### src/rtl/dfe_pkg.sv
package dfe_pkg;
    localparam int SAMPLE_W = 8;
    localparam int TAP_W    = 8;

    typedef enum logic [0:0] {
        ST_IDLE   = 1'b0,
        ST_STREAM = 1'b1
    } dfe_state_e;
endpackage

### src/rtl/dfe_thresh_cmp.sv
// One speculative slicer: sample >= (+alpha or -alpha), with no wrap.
module dfe_thresh_cmp #(
    parameter int SW      = 8,
    parameter int AW      = 8,
    parameter bit NEG_THR = 1'b0
) (
    input  logic [SW-1:0] sample,
    input  logic [AW-1:0] alpha,
    output logic          ge
);
    localparam int CW = ((SW > AW + 1) ? SW : AW + 1) + 1;

    logic signed [CW-1:0] s_ext;
    logic signed [CW-1:0] a_ext;
    logic signed [CW-1:0] thr;

    always_comb begin
        s_ext = {{(CW-SW){sample[SW-1]}}, sample};
        a_ext = {{(CW-AW){1'b0}}, alpha};
        thr   = NEG_THR ? -a_ext : a_ext;
        ge    = (s_ext >= thr);
    end
endmodule

### src/rtl/dfe_decision_reg.sv
// Feedback loop: only a 2:1 select between pre-computed results.
module dfe_decision_reg (
    input  logic clk,
    input  logic rst_n,
    input  logic take,
    input  logic ge_after_one,
    input  logic ge_after_zero,
    output logic d_q
);
    logic d_next;

    always_comb begin
        d_next = d_q ? ge_after_one : ge_after_zero;
    end

    always_ff @(posedge clk) begin
        if (!rst_n) begin
            d_q <= 1'b0;
        end else if (take) begin
            d_q <= d_next;
        end
    end
endmodule

### src/rtl/spec_dfe_slicer.sv
module spec_dfe_slicer
    import dfe_pkg::*;
#(
    parameter int SW = SAMPLE_W,
    parameter int AW = TAP_W
) (
    input  logic          clk,
    input  logic          rst_n,
    input  logic          in_valid,
    input  logic [SW-1:0] in_sample,
    input  logic [AW-1:0] tap_alpha,
    output logic          out_valid,
    output logic          out_bit
);
    localparam int N_SPEC = 2;   // index 0: prev was 0, index 1: prev was 1

    dfe_state_e state_q;
    dfe_state_e state_d;
    logic [N_SPEC-1:0] spec_ge;
    logic              dec_q;

    // Speculative comparators, one per possible previous decision
    for (genvar gi = 0; gi < N_SPEC; gi++) begin : g_spec
        dfe_thresh_cmp #(
            .SW      (SW),
            .AW      (AW),
            .NEG_THR (gi == 0)
        ) u_cmp (
            .sample (in_sample),
            .alpha  (tap_alpha),
            .ge     (spec_ge[gi])
        );
    end

    dfe_decision_reg u_dec (
        .clk           (clk),
        .rst_n         (rst_n),
        .take          (in_valid),
        .ge_after_one  (spec_ge[1]),
        .ge_after_zero (spec_ge[0]),
        .d_q           (dec_q)
    );

    // Next-state logic
    always_comb begin
        state_d = state_q;
        unique case (state_q)
            ST_IDLE:   state_d = in_valid ? ST_STREAM : ST_IDLE;    // T_START / T_HOLD_IDLE
            ST_STREAM: state_d = in_valid ? ST_STREAM : ST_IDLE;    // T_HOLD_STREAM / T_GAP
            default:   state_d = ST_IDLE;
        endcase
    end

    // State register
    always_ff @(posedge clk) begin
        if (!rst_n) begin
            state_q <= ST_IDLE;
        end else begin
            state_q <= state_d;
        end
    end

    // Outputs
    always_comb begin
        out_valid = 1'b0;
        unique case (state_q)
            ST_IDLE:   out_valid = 1'b0;
            ST_STREAM: out_valid = 1'b1;
            default:   out_valid = 1'b0;
        endcase
        out_bit = dec_q;
    end
endmodule

### config.mk
export PLATFORM = sky130hd
export DESIGN_NAME = spec_dfe_slicer
export DESIGN_NICKNAME = d
export VERILOG_FILES = /design/src/rtl/dfe_pkg.sv /design/src/rtl/dfe_thresh_cmp.sv /design/src/rtl/dfe_decision_reg.sv /design/src/rtl/spec_dfe_slicer.sv
export SDC_FILE = /design/constraint.sdc
export NUM_CORES = 1
export LEC_CHECK = 0
export ABC_AREA = 0
export CAP_MARGIN = 30
export CORE_AREA = 2 2 39 41
export CTS_BUF_LIST = sky130_fd_sc_hd__clkbuf_16
export DETAILED_ROUTE_END_ITERATION = 8
export DIE_AREA = 0 0 41 43
export DONT_BUFFER_PORTS = 1
export PLACE_DENSITY = 0.69
export SYNTH_ARGS = -nofsm -noshare
export SYNTH_HDL_FRONTEND = slang
export SYNTH_SLANG_ARGS = --single-unit
### constraint.sdc
create_clock -name clk -period 3.9 [get_ports clk]
set_clock_uncertainty 0.2 [all_clocks]
set_input_delay 0.39 -clock clk [delete_from_list [all_inputs] [get_ports clk]]
set_output_delay 0.39 -clock clk [all_outputs]
set_load 0.02 [all_outputs]
==> out/results.ini, run 1 <==
[layout]
stdcell_count=101
fin_nets=125
diodes=0
multiInputGateArea_um2=531
seqCellArea_um2=40.0
syn2layout_area_growth_pct=15.2
fin_util=0.522
design_area_um2=722
fillers=136
drive_gt1_frac=0.0588

[sta]
setup_violations=0
hold_ws_ns=0.0995
tightestPinTransition_ns=0.434
relSlewSlack=0.708
period_share=0.651
finalSetupTns_ns=0
period_minus_slack_ns=2.54
drv_slew=0
hold_viol_final=0
rsz0062_at_grt=no
fmax_ghz=0.394

[place]
place.gp.congestion=0.837
place_area_um2=647
dpl.cell_count=98
hpwl_um=1190
io_buffers=0

[synthesis]
yosysTopAreaCellShare=0.379
syn_inst=82
seq_area_frac_synth=0.0639
synth_fp_nets=120
ys_top_cells_by_area=ha_1 38%, inv_1 9.0%, dfxtp_1 6.4%
synth_warnings=0
syn_avg_cell_area_um2=7.64
synth.distinct_cells=25
synthesis.area_um2=627
yosysTopAreaCell=ha_1
ys_ff_latch=2

[setup_path]
cp_data_arrival_time_ns=2.44
r2r_setup_slack_ns=2.41
crit_path_start=tap_alpha[2]
reg2reg_to=u_dec.d_q
worstSetupEndpointType=register
crit_end=u_dec.d_q
cp_max_fo=4
r2r_cells=3
startpoint_type=input port
path_class=input port to register
cp.required_ns=3.80
worstReg2RegStart=u_dec.d_q

[global_route]
grt_pass1_vias=595
grt_usage=0.198
grt_max_degree=7
grt_antenna_before_repair=0
grt-ovfl-total=0
grt_pass1_wl_um=2380

[route]
first_pass_iters=3
wire_per_inst_um=13.8
drt_iter0_markers=10
drc=0
final_antenna_net_count=0
vias=578
wl_um=1400
viasPerCell=5.72

[clock_network]
clock_path_buffers=2
cts.clk_slew.worst_paths_ns=0.03
cts_resized=0
clk_latency_ns=0.22
post_cts_buffers=0
cts_root_buf=clkbuf_16
cts_tree=yes
ctsHoldBuffers=0
cts_made_buffers=3
cts_max_level=1
cts_sinks=2

[run_status]
status=finished, final reports clean

[floorplanning]
rows=14
dieHeight_um=43
die-area_mm2=0.00176
core_mm2=0.00138
initial_core_util=0.453
num_io_pins=21
fp.dieW_um=41

[power_and_ir_drop]
intPower_uw=178
p_leak_uw=0.000360
power_frac_comb=0.229
seq_power_share=0.110
powerDensity_mw_per_mm2=321
clkPwrFrac=0.661
vdd_drop_max_mv=0.208
p_switching_uw=53.7
swShare=0.232

[job]
cap_viol_max_count=0

[worst_hold_path]
min-delay-path-class=input port to register

[area by class of cell]
class / instances / share of cell area
clock buffer: 3 / 0.104
inverter: 15 / 0.0780
multi-input combinational: 65 / 0.735
sequential: 2 / 0.0555
tap: 16 / 0.0277
[state kept, by name, indices dropped and copies added, names as in the netlist]
register,flops
state_q,1
u_dec.d_q,1
[cells by family (layout without fill, tap and decap cells)]
kind of cell / after synthesis / in the layout / synth area share
compound gates: 16 / 16 / 0.192
xor+xnor: 5 / 5 / 0.0699
fa+ha+maj: 19 / 19 / 0.379
buf+inv: 15 / 18 / 0.0898
flops: 2 / 2 / 0.0639
simple gates: 25 / 25 / 0.206
[worst max-delay path: stages]
cell and delay, ns:
nor3_1 0.25, nand3_1 0.20, nor3_1 0.22, xnor2_1 0.09, ha_1 0.30, nand4_1 0.14, o31ai_1 0.45, a2111oi_2 0.10
o221a_2 0.30
[layer usage]
metal / global-route usage / part of all wire / up-vias
met5: 0 / 0 / -
met4: 0.0800 / 0 / 0
met3: 0.0314 / 0.046 / 0
met2: 0.322 / 0.51 / 16
met1: 0.245 / 0.45 / 256
li1: - / - / 306
[placed cells by master (no fill, tap or decap)]
cell       count
a21o_1         2
nand4b_1       1
xnor2_1        4
dfxtp_1        2
o2111ai_1      1
nor2_1         2
a32o_1         1
clkbuf_16      3
and2_1         1
a21oi_1        6
or3_1          1
o221a_2        1
o221ai_1       1
a2111oi_2      1
nand3_1        3
nand4_1        3
inv_1         15
ha_1          19
a211oi_1       1
nor3_1         3
nand2_1        7
nand2b_1       2
o22ai_1        1
xor2_1         1
nor4_1         2
o31ai_1        1
[cells in the mapped netlist]
cell       instances
o221ai_1           1
ha_1              19
nand2_1            7
or3_1              1
xor2_1             1
o2111ai_1          1
a21o_1             2
nor4_1             2
xnor2_1            4
o221a_2            1
nand3_1            3
a32o_1             1
dfxtp_1            2
nand4b_1           1
nand2b_1           2
and2_1             1
o31ai_1            1
nand4_1            3
a21oi_1            6
nor3_1             3
o22ai_1            1
a211oi_1           1
inv_1             15
nor2_1             2
a2111oi_2          1
[stage by stage]
step | setup WS [ns] | power [µW]
floorplan | 1.47 | 68.1
detailed placement | 1.23 | 78.5
finish | 1.36 | 232
global route | 1.19 | 245
global placement | 1.29 | 77.7
CTS | 1.37 | 232
[worst min-delay path by stage]
stage	from	to	slack, ns	cells past startpoint
2_1_floorplan	in_valid	state_q	0.31	1
4_1_cts	in_valid	state_q	0.10	1
3_5_place_dp	in_valid	state_q	0.32	1
3_3_place_gp	in_valid	state_q	0.32	1
5_1_grt	in_valid	state_q	0.1	1
6_report	in_valid	state_q	0.1	1
[power by group through the flow]
stage               Sequential [µW]  Combinational [µW]  Clock (µW)
finish                         25.5                53.1         153
global placement               25.8                51.9           0
detailed placement             25.8                52.7           0
floorplan                      25.5                42.6           0
global route                   25.9                63.1         156
CTS                            25.5                53.7         153
Note: power is estimated with default switching activity, not from simulation.
==> run 2: changes to the inputs <==
Clock period 3.9 ns to 2.55 ns, I/O delays scaled along.
==> run 2 against run 1 <==
- flip-flop and latch count is the same
- sequential power grew 53%
- global-route usage grew 0.80 points
- setup slack lost 1.2 ns
- final cell count grew 3.0%
- first-iteration DRC count is the same
- combinational power grew 64%
- worst hold slack gained 0.11 ns
- power grew 56%
- register-to-register slack lost 1.4 ns
==> out/results.ini, run 2 (synthesized netlist as in run 1, its figures left out) <==
[clock_network]
cts_made_buffers=3  ; unchanged
cts.clk_slew.worst_paths_ns=0.03  ; about the same
clk_latency_ns=0.22  ; about the same
post_cts_buffers=0  ; unchanged
cts_sinks=2  ; unchanged
cts_max_level=1  ; unchanged
cts_root_buf=clkbuf_16
cts_tree=yes
clock_path_buffers=2  ; unchanged

[place]
hpwl_um=1190  ; unchanged
place.gp.congestion=0.837  ; about the same
io_buffers=0  ; unchanged
dpl.cell_count=98  ; unchanged

[power_and_ir_drop]
p_leak_uw=0.000376  ; +4.3%
powerDensity_mw_per_mm2=476  ; +48%
intPower_uw=275  ; +55%
vdd_drop_max_mv=0.320  ; +54%
power_frac_comb=0.241  ; +0.012
clkPwrFrac=0.650  ; -0.011
p_switching_uw=85.0  ; +58%
swShare=0.236  ; +0.00385
seq_power_share=0.108  ; -0.002

[layout]
stdcell_count=104  ; +3.0%
most-common-layout-cells=19 x ha_1, 15 x inv_1, 7 x nand2_1, 6 x a21oi_1, 4 x xnor2_1
syn2layout_area_growth_pct=20.8
fin_nets=128  ; +2.4%
final_common_cell=ha_1
reg.largest.list=state_q: 1 flops, u_dec.d_q: 1 flops
diodes=0  ; unchanged
drive_gt1_frac=0.0682  ; +0.00936

[setup_path]
worstSetupEndpointType=register
cp_max_fo=4  ; unchanged
slowest_stage=a2111oi_2
critPathMaxStageDelay_ns=0.40  ; -0.05 ns
worst_path_dominant_cell_family=simple AND/OR/NAND/NOR gates
cp.required_ns=2.51  ; -1.29 ns
path_cells=nor3_1 -> nand3_1 -> nor3_1 -> xnor2_1 -> ha_1 -> nand4_1 -> nand2b_1 -> a2111oi_2 -> o221a_2
path_class=input port to register
path_common_cell=nor3_1
cp_num_buf_inv=0  ; unchanged
startpoint_type=input port
cp_data_arrival_time_ns=2.34  ; -0.10 ns

[route]
wl_um=1490  ; +6.8%
first_pass_iters=4  ; +1
final_antenna_net_count=0  ; unchanged
viasPerCell=5.79  ; +1.1%
drt_iter0_markers=10  ; unchanged
vias=602  ; +4.2%
wl_met2_um=752  ; +6.1%
wl_met1_um=657  ; +5.5%
dr_wl_met3_um=82  ; +28%
wire_per_inst_um=14.3  ; +3.7%
maxUsedRoutingLayer=met3
drc=0  ; unchanged

[sta]
setup_violations=0  ; unchanged
fmax_ghz=0.420
tightestPinTransition_ns=0.336  ; -0.0982 ns
rsz0062_at_grt=no
hold_ws_ns=0.205  ; +0.106 ns
finalSetupTns_ns=0  ; unchanged
relSlewSlack=0.776  ; +0.0676
hold_viol_final=0  ; unchanged
period_minus_slack_ns=2.38
drv_slew=0  ; unchanged
period_share=0.934

[global_route]
grt_pass1_wl_um=2460  ; +3.5%
grt_antenna_before_repair=0  ; unchanged
grt_usage=0.206  ; +0.00801
grt_pass1_vias=615  ; +3.4%
grt-ovfl-total=0  ; unchanged
grt_max_degree=7  ; unchanged

[floorplanning]
rows=14  ; unchanged
initial_core_util=0.453  ; unchanged
die-area_mm2=0.00176  ; unchanged
fp.dieW_um=41  ; unchanged
dieHeight_um=43  ; unchanged
core_mm2=0.00138  ; unchanged
num_io_pins=21  ; unchanged

[job]
cap_viol_max_count=0  ; unchanged

[worst_hold_path]
min-delay-path-class=input port to register

[run_status]
status=finished, final reports clean

-- run 2: cell count changes in the layout (fill, tap and decap cells not counted) --
cell,delta
dlygate4sd3_1,+3
o31ai_2,+1
o31ai_1,-1
-- run 2: repair_timing --
item | 4_1_cts | 5_1_grt
hold buffers | 3 | 0
endpoints found under the hold margin | 2 | 0
endpoints found under the setup margin | 0 | 1
resized for setup | 0 | 1
-- run 2: final timing paths --
| path | start | end | slack (ns) | cells past startpoint |
|---|---|---|---|---|
| setup / recovery | tap_alpha[2] | u_dec.d_q | 0.17 | 9 |
| setup reg to reg | u_dec.d_q | u_dec.d_q | 1.04 | 3 |
| hold reg to reg | u_dec.d_q | u_dec.d_q | 0.62 | 3 |
| hold / removal | in_valid | u_dec.d_q | 0.21 | 3 |
-- run 2: cell type report --
class / count / area (µm²)
fill: 131 / 627
sequential: 2 / 40.0
inverter: 15 / 56.3
clock buffer: 3 / 75.1
multi-input combinational: 65 / 536
timing repair buffer: 3 / 30.0
tap: 16 / 20.0
-- run 2: routing by layer --
metal,GRT usage,up-vias
li1,-,311
met1,0.248,271
met2,0.344,20
met3,0.0314,0
met4,0.0800,0
met5,0,-
-- run 2: power by group through the flow --
stage | Combinational (µW) | Clock (µW) | Sequential (µW)
2_1_floorplan | 65.2 | 0 | 39.0
3_3_place_gp | 79.3 | 0 | 39.5
3_5_place_dp | 80.6 | 0 | 39.5
4_1_cts | 85.7 | 234 | 39.0
5_1_grt | 102 | 239 | 39.6
6_report | 86.9 | 234 | 39.0
-- run 2: worst min-delay path, delay by kind of cell --
kind             cells  cell delay (ns)
AO/OA/AOI/OAI        1             0.18
AND/OR/NAND/NOR      2             0.15
-- run 2: metrics by stage --
stage	setup WS (ns)	total power (µW)	cell area (µm²)	utilization
finish	0.169	360	757	0.547
global route	0.0607	380	757	0.547
CTS	0.154	359	752	0.543
detailed placement	0.0177	120	647	0.467
global placement	0.0701	119	647	0.467
floorplan	0.256	104	627	-
==> run 3: changes to the inputs <==
--- a/constraint.sdc
+++ b/constraint.sdc
@@ -3,3 +3,3 @@
 set_input_delay 0.255 -clock clk [delete_from_list [all_inputs] [get_ports clk]]
 set_output_delay 0.255 -clock clk [all_outputs]
-set_load 0.02 [all_outputs]
+set_load 0.05 [all_outputs]
==> run 3 against run 2 <==
- utilization is 0.36 points lower
- setup slack improved by 0.099 ns
- final area shrank 0.66%
- register-to-register slack worse by 0.19 ns
- global-route usage fell by 1.1 points
- worst hold slack worse by 0.042 ns
- largest cell class unchanged
- largest power group unchanged
==> out/results.ini, run 3 (synthesized netlist as in run 1, its figures left out) <==
[clock_network]
cts_sinks=2  ; unchanged
clock_path_buffers=2  ; unchanged
clk_latency_ns=0.22  ; about the same
cts_made_buffers=3  ; unchanged
post_cts_buffers=0  ; unchanged
cts_resized=0  ; unchanged
cts.clk_slew.worst_paths_ns=0.03  ; about the same
cts_tree=yes
ctsHoldBuffers=3  ; unchanged
cts_max_level=1  ; unchanged
cts_root_buf=clkbuf_16

[setup_path]
path_cells=nor3_1 -> nand3_1 -> nor3_1 -> xnor2_1 -> ha_1 -> nand4_1 -> o31ai_1 -> a2111oi_2 -> o221a_2
worstSetupEndpointType=register
cp_data_arrival_time_ns=2.19  ; -0.15 ns
worst_path_dominant_cell_family=compound AO/OA/AOI/OAI gates
cp_num_buf_inv=0  ; unchanged
path_class=input port to register
cp_max_fo=4  ; unchanged
r2r_setup_slack_ns=0.85  ; -0.19 ns
slowest_stage=o31ai_1
cp.required_ns=2.46  ; -0.05 ns
path_common_cell=nor3_1
critPathMaxStageDelay_ns=0.39  ; about the same
startpoint_type=input port

[route]
drc=0  ; unchanged
first_pass_iters=4  ; unchanged
drt_iter0_markers=17  ; +7
viasPerCell=6.01  ; +3.8%
wire_per_inst_um=14.1  ; -1.5%
wl_um=1470  ; -1.5%
vias=625  ; +3.8%
final_antenna_net_count=0  ; unchanged

[layout]
final_common_cell=ha_1
drive_gt1_frac=0.0568  ; -0.0114
reg.largest.list=state_q: 1 flops, u_dec.d_q: 1 flops
syn2layout_area_growth_pct=20.0
fin_nets=128  ; unchanged
most-common-layout-cells=19 x ha_1, 15 x inv_1, 7 x nand2_1, 6 x a21oi_1, 4 x xnor2_1
diodes=0  ; unchanged

[power_and_ir_drop]
p_leak_uw=0.000374  ; -0.45%
finalPower_uw=370  ; +2.7%
powerDensity_mw_per_mm2=492  ; +3.4%
vdd_drop_max_mv=0.175  ; -45%

[worst_hold_path]
min-delay-path-class=input port to register

[global_route]
grt_pass1_vias=611  ; -0.65%
grt_pass1_wl_um=2360  ; -4.2%
grt_max_degree=7  ; unchanged
grt-ovfl-total=0  ; unchanged
grt_antenna_before_repair=0  ; unchanged
grt_usage=0.195  ; -0.0110

[place]
hpwl_um=1180  ; -0.34%
io_buffers=0  ; unchanged
place.gp.congestion=0.836  ; about the same

[job]
cap_viol_max_count=0  ; unchanged

[floorplanning]
rows=14  ; unchanged
dieHeight_um=43  ; unchanged
core_mm2=0.00138  ; unchanged
die-area_mm2=0.00176  ; unchanged
initial_core_util=0.453  ; unchanged
fp.dieW_um=41  ; unchanged
num_io_pins=21  ; unchanged

[sta]
hold_viol_final=0  ; unchanged
tightestPinTransition_ns=0.623  ; +0.287 ns
setup_violations=0  ; unchanged
finalSetupTns_ns=0  ; unchanged
fmax_ghz=0.438  ; +4.3%
period_minus_slack_ns=2.28  ; -0.0988 ns
relSlewSlack=0.584  ; -0.191
rsz0062_at_grt=no
hold_ws_ns=0.163  ; -0.0425 ns
drv_slew=0  ; unchanged
period_share=0.895  ; -0.0387

[run_status]
status=finished, final reports clean

==> run 3: worst register-to-register path, delay by kind of cell, from the launching register on <==
kind	cells	cell delay (ns)
compound gates	1	0.22
simple gates	2	0.46
flops	1	0.71
==> run 3: through the flow <==
stage	worst slack (ns)	area [µm²]	cells	util
5_1_grt	0.0754	752	104	0.543
4_1_cts	0.258	752	104	0.543
3_5_place_dp	0.0279	647	98	0.467
6_report	0.268	752	104	0.543
2_1_floorplan	0.246	627	82	-
3_3_place_gp	0.0596	647	98	0.467
==> run 3: where the power goes <==
| part | leakage [µW] | switching (µW) | internal [µW] |
|---|---|---|---|
| clock network | 0.0000370 | 40.1 | 200 |
| registers | 0.0000166 | 10.4 | 33.8 |
| logic | 0.000321 | 43.8 | 42.0 |
==> run 3: area by class of cell <==
| type | count | area, µm² |
|---|---|---|
| clock buffers | 3 | 75.1 |
| fillers | 141 | 632 |
| inverters | 15 | 56.3 |
| multi-input cells | 65 | 531 |
| flip-flops and latches | 2 | 40.0 |
| well taps | 16 | 20.0 |
| repair buffers | 3 | 30.0 |
==> run 3: path summary, 6_finish.rpt <==
path | from | end | cells after the start
worst min register to register | u_dec.d_q | u_dec.d_q | 3
worst max register to register | u_dec.d_q | u_dec.d_q | 3
worst min-delay path | in_valid | u_dec.d_q | 3
worst max-delay path | tap_alpha[2] | u_dec.d_q | 9
==> run 3: routing by layer <==
metal  share of wire  up-vias  global-route usage
met1            0.42      284               0.220
met5               0        -                   0
met3           0.046        6              0.0314
met2            0.49       25               0.325
li1                -      310                   -
met4           0.034        0               0.107
